`src/rtl/sysctl_pkg.sv`:
```
package sysctl_pkg;

  localparam int unsigned CODE_W    = 4;
  localparam int unsigned NUM_CREGS = 3;

  // positions in the register array; the datapath builds a different
  // update rule for each of them
  localparam int unsigned IDX_STATUS = 0;
  localparam int unsigned IDX_CAUSE  = 1;
  localparam int unsigned IDX_EPC    = 2;

  localparam logic [CODE_W-1:0] CODE_SYSCALL = 4'b1000;
  localparam logic [CODE_W-1:0] CODE_BREAK   = 4'b1001;
  localparam logic [CODE_W-1:0] CODE_TRAPEQ  = 4'b1101;

  typedef struct packed {
    logic                 excTake;
    logic                 eretTake;
    logic [NUM_CREGS-1:0] wrHit;
    logic [NUM_CREGS-1:0] rdHit;
    logic [CODE_W-1:0]    code;
  } ctrlStb_t;

endpackage

```
`src/rtl/sysctl_ctrl.sv`:
```
module sysctl_ctrl
  import sysctl_pkg::*;
#(
  parameter int unsigned SEL_W      = 5,
  parameter int unsigned SEL_STATUS = 12,
  parameter int unsigned SEL_CAUSE  = 13,
  parameter int unsigned SEL_EPC    = 14
) (
  input  logic              mtcStb,
  input  logic              mfcStb,
  input  logic              eretStb,
  input  logic [SEL_W-1:0]  regSel,
  input  logic [CODE_W-1:0] causeCode,
  input  logic              excValid,
  output ctrlStb_t          stb
);

  localparam logic [SEL_W-1:0] SelStatus = SEL_W'(SEL_STATUS);
  localparam logic [SEL_W-1:0] SelCause  = SEL_W'(SEL_CAUSE);
  localparam logic [SEL_W-1:0] SelEpc    = SEL_W'(SEL_EPC);

  logic                 codeKnown;
  logic                 wrAllowed;
  logic [NUM_CREGS-1:0] selHit;

  always_comb begin
    codeKnown = (causeCode == CODE_SYSCALL) ||
                (causeCode == CODE_BREAK)   ||
                (causeCode == CODE_TRAPEQ);
    selHit              = '0;
    selHit[IDX_STATUS]  = (regSel == SelStatus);
    selHit[IDX_CAUSE]   = (regSel == SelCause);
    selHit[IDX_EPC]     = (regSel == SelEpc);
  end

  always_comb begin
    stb.excTake  = excValid && codeKnown;
    stb.eretTake = eretStb && !stb.excTake;
    wrAllowed    = mtcStb && !stb.excTake && !eretStb;
    stb.wrHit    = wrAllowed ? selHit : '0;
    stb.rdHit    = mfcStb ? selHit : '0;
    stb.code     = causeCode;
  end

endmodule

```
`src/rtl/sysctl_regs.sv`:
```
module sysctl_regs
  import sysctl_pkg::*;
#(
  parameter int unsigned       DATA_W    = 32,
  parameter int unsigned       PARK_SH   = 5,
  parameter int unsigned       FIELD_LSB = 2,
  parameter int unsigned       FIELD_W   = 5,
  parameter logic [DATA_W-1:0] VECTOR    = 32'h0000_0004
) (
  input  logic              clk,
  input  logic              rst,
  input  ctrlStb_t          stb,
  input  logic [DATA_W-1:0] pcNow,
  input  logic [DATA_W-1:0] wrData,
  output logic [DATA_W-1:0] rdData,
  output logic [DATA_W-1:0] excAddr,
  output logic [DATA_W-1:0] statusQ,
  output logic [DATA_W-1:0] causeQ,
  output logic [DATA_W-1:0] epcQ
);

  localparam int unsigned PAD_W = FIELD_W - CODE_W;

  logic [DATA_W-1:0] regQ [NUM_CREGS];
  logic [FIELD_W-1:0] codeExt;

  assign codeExt = {{PAD_W{1'b0}}, stb.code};

  for (genvar i = 0; i < NUM_CREGS; i++) begin : g_creg
    if (i == IDX_STATUS) begin : g_status
      always_ff @(posedge clk) begin
        if (rst)                regQ[i] <= '0;
        else if (stb.excTake)   regQ[i] <= regQ[i] << PARK_SH;
        else if (stb.eretTake)  regQ[i] <= regQ[i] >> PARK_SH;
        else if (stb.wrHit[i])  regQ[i] <= wrData;
      end
    end else if (i == IDX_CAUSE) begin : g_cause
      always_ff @(posedge clk) begin
        if (rst)                regQ[i] <= '0;
        else if (stb.excTake)   regQ[i][FIELD_LSB +: FIELD_W] <= codeExt;
        else if (stb.wrHit[i])  regQ[i] <= wrData;
      end
    end else begin : g_epc
      always_ff @(posedge clk) begin
        if (rst)                regQ[i] <= '0;
        else if (stb.excTake)   regQ[i] <= pcNow;
        else if (stb.wrHit[i])  regQ[i] <= wrData;
      end
    end
  end

  always_comb begin
    rdData = '0;
    for (int k = 0; k < NUM_CREGS; k++) begin
      if (stb.rdHit[k]) rdData = rdData | regQ[k];
    end
  end

  assign excAddr = stb.eretTake ? regQ[IDX_EPC] : VECTOR;

  assign statusQ = regQ[IDX_STATUS];
  assign causeQ  = regQ[IDX_CAUSE];
  assign epcQ    = regQ[IDX_EPC];

endmodule

```
`src/rtl/sysctl_unit.sv`:
```
module sysctl_unit
  import sysctl_pkg::*;
#(
  parameter int unsigned       DATA_W = 32,
  parameter int unsigned       SEL_W  = 5,
  parameter logic [DATA_W-1:0] VECTOR = 32'h0000_0004
) (
  input  logic              clk,
  input  logic              rst,
  input  logic [DATA_W-1:0] pcNow,
  input  logic              mtcStb,
  input  logic              mfcStb,
  input  logic              eretStb,
  input  logic [SEL_W-1:0]  regSel,
  input  logic [DATA_W-1:0] wrData,
  input  logic [CODE_W-1:0] causeCode,
  input  logic              excValid,
  output logic [DATA_W-1:0] rdData,
  output logic [DATA_W-1:0] excAddr
);

  ctrlStb_t          stb;
  logic [DATA_W-1:0] statusQ;
  logic [DATA_W-1:0] causeQ;
  logic [DATA_W-1:0] epcQ;

  sysctl_ctrl #(
    .SEL_W (SEL_W)
  ) u_ctrl (
    .mtcStb    (mtcStb),
    .mfcStb    (mfcStb),
    .eretStb   (eretStb),
    .regSel    (regSel),
    .causeCode (causeCode),
    .excValid  (excValid),
    .stb       (stb)
  );

  sysctl_regs #(
    .DATA_W (DATA_W),
    .VECTOR (VECTOR)
  ) u_regs (
    .clk     (clk),
    .rst     (rst),
    .stb     (stb),
    .pcNow   (pcNow),
    .wrData  (wrData),
    .rdData  (rdData),
    .excAddr (excAddr),
    .statusQ (statusQ),
    .causeQ  (causeQ),
    .epcQ    (epcQ)
  );

endmodule

```
`config.mk`:
```
export PLATFORM = sky130hd
export DESIGN_NAME = sysctl_unit
export DESIGN_NICKNAME = d
export VERILOG_FILES = /design/src/rtl/sysctl_pkg.sv /design/src/rtl/sysctl_ctrl.sv /design/src/rtl/sysctl_regs.sv /design/src/rtl/sysctl_unit.sv
export SDC_FILE = /design/constraint.sdc
export NUM_CORES = 1
export LEC_CHECK = 0
export ABC_AREA = 1
export ABC_CLOCK_PERIOD_IN_PS = 6050
export CAP_MARGIN = 20
export CELL_PAD_IN_SITES_DETAIL_PLACEMENT = 1
export CELL_PAD_IN_SITES_GLOBAL_PLACEMENT = 1
export CORE_ASPECT_RATIO = 1.5
export CORE_MARGIN = 5
export CORE_UTILIZATION = 36
export CTS_BUF_LIST = sky130_fd_sc_hd__clkbuf_16
export DETAILED_ROUTE_END_ITERATION = 12
export PLACE_DENSITY_LB_ADDON = 0.1
export SLEW_MARGIN = 40
export SYNTH_ARGS = -nofsm -noshare
export SYNTH_HDL_FRONTEND = slang
export SYNTH_SLANG_ARGS = --single-unit
```
`constraint.sdc`:
```
create_clock -name clk -period 6.05 [get_ports clk]
set_clock_uncertainty 0.2 [all_clocks]
set_input_delay 0.605 -clock clk [delete_from_list [all_inputs] [get_ports clk]]
set_output_delay 0.605 -clock clk [all_outputs]
set_load 0.1 [all_outputs]
```
==> results.cfg, run 1 <==
[worst_setup_path]
crit_family = buffers and inverters
cp-end-kind = output pin
ff2ff_path_depth = 4
max_stage_delay_ps = 520
path_cells = clkdlybuf4s50_1 -> inv_2 -> nor2_1 -> nand2_1 -> nor2_2 -> buf_4 -> nand2_1 -> o211ai_1 -> buf_2
cp_data_required_time_ps = 5240
cp_slowest_cell = nor2_2
worstSetupStartpointType = input pin
cp_max_fo = 17
cp-startpoint = regSel[0]
worst-path-stages = 9
worstPathBufferInverterCount = 4
r2r_start = u_regs.regQ[0][24]
crit_type = input pin to output pin
cp_common_cell = nand2_1
critical_path_arrival_ps = 2880

[clock_network]
htree_levels = 3
cts.path.max_buffers = 2
ctsRootBufferMaster = clkbuf_16
cts_sinks = 96
clkTransAtPathRegs_ps = 70
cts_buffers = 9
clk_latency_ps = 350
cts_setup_buffers = 0
postCtsHoldBufs = 0
cts_tree = done
ctsResizeCount = 0

[cells_and_area]
final_core_util = 0.4751
fin_area_um2 = 6869
largestRegisters = u_regs.regQ: 96 flops
layout-drive-gt1-share = 0.1523
area_growth_syn_to_layout_pct = 30.19
fill_cells = 1780
largest_register = u_regs.regQ
largest_reg_flops = 96
multi_input_area_um2 = 1842
layout_commonest_cell = nand2_1
diodes = 0
fin_nets = 829
mostFrequentLayoutCells = nand2_1 (191), edfxtp_1 (96), inv_1 (94)
regArea_um2 = 2883

[global_route]
grt_max_degree = 50
grt_pass1_vias = 5379
antenna_found_initial = 0
grt_usage = 0.2063
grt.overflow.total = 0
grt_pass1_wl_um = 27450

[power_and_ir_drop]
p_per_area_nw_per_um2 = 239.3
peakVddDrop_v = 0.0001240
p_int_mw = 1.139
sw_frac_of_total = 0.3068
total_power_mw = 1.644
power_frac_seq = 0.487
switching_power_mw = 0.5043
power.leakage_nw = 2.952
combPwrFrac = 0.184
clock_power_share = 0.329

[routing]
wl_per_cell_um = 18.17
dr.pass1.iters = 4
drt_iter0_markers = 226
vias = 4768
antenna_left = 0
viasPerCell = 5.014
routed_wl_um = 17280
drc = 0

[sta]
max_freq_mhz = 271.5
final.setup.worst_slack_ps = 2366
hold_violations = 0
post-route-period-util = 0.6089
rsz0062_at_grt = no
finalSetupViolations = 0
max_slew_margin = 0.4679
period_minus_slack_ps = 3684
worst_pin_slew_ps = 796.2
final_max_slew_viol_count = 0
setup-tns-final_ps = 0

[die]
rows = 54
start_util = 0.3649
dieArea_um2 = 17230
ioPinCount = 143
die_w_um = 108.9
fp.dieH_um = 158.3
fp.coreArea_um2 = 14460

[placement]
dp_hpwl_um = 12470
place.gp.congestion = 0.8234
io_buffers = 142
placed_cell_area_um2 = 6586
dp_slack_ps = 2297

[min_path]
hold_depth = 2
hp-start = u_regs.regQ[0][5]
hold_path_class = flop to flop

[synthesis]
yosysWarnings = 0
synthCells = 625
synth_seq_cells = 96
synth.distinct_cells = 20
syn_nets = 704
ys_seq_area_frac = 0.5464
synth.avg_cell_area_um2 = 8.442
syn_area_um2 = 5276

[run]
max-cap-violations = 0

[outcome]
status = completed
[power groups by stage]
stage               clock (mW)  combinational, mW  sequential (mW)
floorplan                    0              0.195            0.806
global placement             0              0.304            0.814
detailed placement           0              0.304            0.815
CTS                      0.550              0.305            0.801
global route             0.574              0.320            0.805
finish                   0.541              0.302            0.800
[Yosys cell counts]
| cell type | count | area [um2] |
|---|---|---|
| buf_1 | 5 | 18.77 |
| buf_2 | 22 | 110.1 |
| buf_6 | 3 | 33.78 |
| clkbuf_1 | 7 | 26.28 |
| clkbuf_2 | 1 | 5.000 |
| edfxtp_1 | 96 | 2883 |
| inv_1 | 93 | 349.1 |
| inv_2 | 5 | 18.77 |
| nand2_1 | 191 | 716.9 |
| nand2_2 | 2 | 12.51 |
| nand3_1 | 4 | 20.02 |
| nand3_2 | 2 | 20.02 |
| nand3b_1 | 1 | 7.510 |
| nand4_1 | 48 | 300.3 |
| nor2_1 | 58 | 217.7 |
| nor2_2 | 13 | 81.33 |
| nor2_4 | 1 | 11.26 |
| o211ai_1 | 31 | 232.7 |
| o21ai_0 | 41 | 205.2 |
| or2_2 | 1 | 6.260 |
[final timing paths]
kind                              to  slack (ps)
setup / recovery          rdData[11]        2370
hold / removal     u_regs.regQ[0][0]         410
setup reg to reg  u_regs.regQ[0][19]        4800
hold reg to reg    u_regs.regQ[0][0]         410
[metrics by stage]
stage / cells / hold slack [ps]
finish: 951 / 410.6
detailed placement: 935 / 399.1
CTS: 951 / 413.0
floorplan: 625 / 349.0
global placement: 935 / 382.4
global route: 951 / 450.9
[worst min-delay path, cell delays in order (launching register included)]
cell      delay (ps)
edfxtp_1         380
nand2_1           60
o21ai_0           60
[layout make-up]
type	instances	share of cell area
repair buffers	152	0.1829
inverters	98	0.05373
flip-flops and latches	96	0.4197
clock inverters	7	0.007104
clock buffers	9	0.03279
multi-input cells	393	0.2681
well taps	196	0.03570
[routing by layer]
layer | track usage | part of all wire
met2 | 0.3943 | 0.55
met3 | 0.02272 | 0.032
met5 | 0 | 0
met1 | 0.2380 | 0.40
met4 | 0.06318 | 0.013
[logic make-up after synthesis]
group,after synthesis,synth area share
simple gates,321,0.2642
buf+inv,136,0.1065
flops,96,0.5464
compound gates,72,0.08300
Note: power is estimated with default switching activity, not from simulation.
==> run 2, diff against run 1 <==
Settings changed: ABC_CLOCK_PERIOD_IN_PS 6050 to 3100, CORE_UTILIZATION 36 to 32.
Clock period 6.05 ns to 3.1 ns, I/O delays scaled along.
==> results.cfg, run 2 (synthesis gave the netlist of run 1 again) <==
[outcome]
status = completed

[sta]
max_slew_margin = 0.6116
rsz0062_at_grt = no
setup-tns-final_ps = 0
hold_violations = 0
period_minus_slack_ps = 2865
max_freq_mhz = 349.1
finalSetupViolations = 0
worst_pin_slew_ps = 581.3
hold_slack_ps = 420.3
final_max_slew_viol_count = 0
post-route-period-util = 0.9240

[power_and_ir_drop]
total_power_mw = 3.283
peakVddDrop_v = 0.0001970
p_per_area_nw_per_um2 = 419.6
power_frac_seq = 0.476
power.leakage_nw = 3.198
clock_power_share = 0.311
sw_frac_of_total = 0.2975
switching_power_mw = 0.9764
p_int_mw = 2.306
combPwrFrac = 0.213

[global_route]
grt_max_degree = 49
grt_pass1_wl_um = 27590
grt.overflow.total = 0
antenna_found_initial = 0
grt_pass1_vias = 5385
grt_usage = 0.1830

[cells_and_area]
largest_register = u_regs.regQ
multi_input_area_um2 = 1834
layout_commonest_cell = nand2_1
largestRegisters = u_regs.regQ: 96 flops
final_core_util = 0.4832
layout-drive-gt1-share = 0.1588
diodes = 0
fill_cells = 1875
mostFrequentLayoutCells = nand2_1 (191), edfxtp_1 (96), inv_1 (94)
regArea_um2 = 2883
fin_nets = 837
largest_reg_flops = 96
area_growth_syn_to_layout_pct = 48.26
fin_area_um2 = 7823

[placement]
place.gp.congestion = 0.8725
dp_hpwl_um = 13180
placed_cell_area_um2 = 7560
io_buffers = 142

[worst_setup_path]
ff2ff_path_depth = 4
crit_family = buffers and inverters
worstPathBufferInverterCount = 4
cp_common_cell = buf_4
r2r_end = u_regs.regQ[0][18]
path_cells = clkdlybuf4s50_1 -> nand2_2 -> nand3_2 -> buf_4 -> nand2_1 -> buf_4 -> nor2_1 -> buf_12
endpoint = excAddr[24]
cp-end-kind = output pin
cp_slowest_cell = clkdlybuf4s50_1
critical_path_arrival_ps = 2350
r2r_start = u_regs.regQ[0][23]
worstSetupStartpointType = input pin
cp_max_fo = 24
cp_data_required_time_ps = 2590
reg2reg_slack_ps = 1900
worst-path-stages = 8
crit_type = input pin to output pin
max_stage_delay_ps = 520
cp-startpoint = causeCode[2]

[clock_network]
htree_levels = 3
cts_setup_buffers = 0
cts_tree = done
cts_buffers = 9
postCtsHoldBufs = 0
cts_sinks = 96
cts.path.max_buffers = 2
clk_latency_ps = 350
ctsRootBufferMaster = clkbuf_16
ctsResizeCount = 0
clkTransAtPathRegs_ps = 70

[min_path]
hold_path_class = input pin to flop

[die]
dieArea_um2 = 19210
ioPinCount = 143
fp.dieH_um = 167.3
start_util = 0.3259
rows = 57
die_w_um = 114.8
fp.coreArea_um2 = 16190

[routing]
drc = 0
routed_wl_um = 17710
dr.pass1.iters = 4
antenna_left = 0
vias = 4794
drt_iter0_markers = 276
viasPerCell = 4.952
wl_per_cell_um = 18.30

[run]
max-cap-violations = 0
[run 2: cell types whose count changed in the layout (fill, tap and decap cells not counted), sizes merged]
cell,delta
buf,+7
clkdlybuf4s50,+1
clkinv,-1
clkinvlp,-1
inv,+1
[run 2: worst reg2reg max path: cells and delay by family (launching register included)]
| family | cells | cell delay (ps) |
|---|---|---|
| DFF | 1 | 440 |
| and+or+nand+nor | 3 | 260 |
| buffers and inverters | 1 | 60 |
[run 2: layout make-up]
class,count,area share
sequential,96,0.3685
timing repair buffer,160,0.2834
multi-input combinational,393,0.2345
inverter,98,0.04702
tap,206,0.03295
clock buffer,9,0.02879
clock inverter,6,0.004798
[run 2: worst min path at each step]
| stage | from | endpoint | slack [ps] | cells past startpoint |
|---|---|---|---|---|
| global route | pcNow[18] | u_regs.regQ[2][18] | 420 | 3 |
| CTS | pcNow[18] | u_regs.regQ[2][18] | 410 | 3 |
| floorplan | pcNow[5] | u_regs.regQ[2][5] | 300 | 2 |
| global placement | u_regs.regQ[0][7] | u_regs.regQ[0][2] | 390 | 2 |
| finish | pcNow[18] | u_regs.regQ[2][18] | 420 | 3 |
| detailed placement | u_regs.regQ[0][5] | u_regs.regQ[0][0] | 410 | 2 |
[run 2: power by group through the flow]
stage,Clock (mW),Combinational [mW],Sequential (mW)
after floorplan,0,0.380,1.57
after global placement,0,0.696,1.59
after detailed placement,0,0.705,1.59
after CTS,1.04,0.707,1.56
after global routing,1.08,0.732,1.57
final,1.02,0.699,1.56
[run 2: metrics by stage]
stage          setup slack (ps)  std cells
3_5_place_dp              218.3        953
3_3_place_gp              295.9        952
4_1_cts                   213.0        968
5_1_grt                   98.09        968
6_report                  235.5        968
2_1_floorplan             271.9        625
[run 2: per-layer routing]
metal	vias up	track usage	wire, um	share of wire
met2	134	0.3440	9821	0.55
met1	2318	0.2029	6635	0.37
li1	2313	-	-	-
met5	-	0	0	0
met3	29	0.02383	800	0.045
met4	0	0.07252	453	0.026
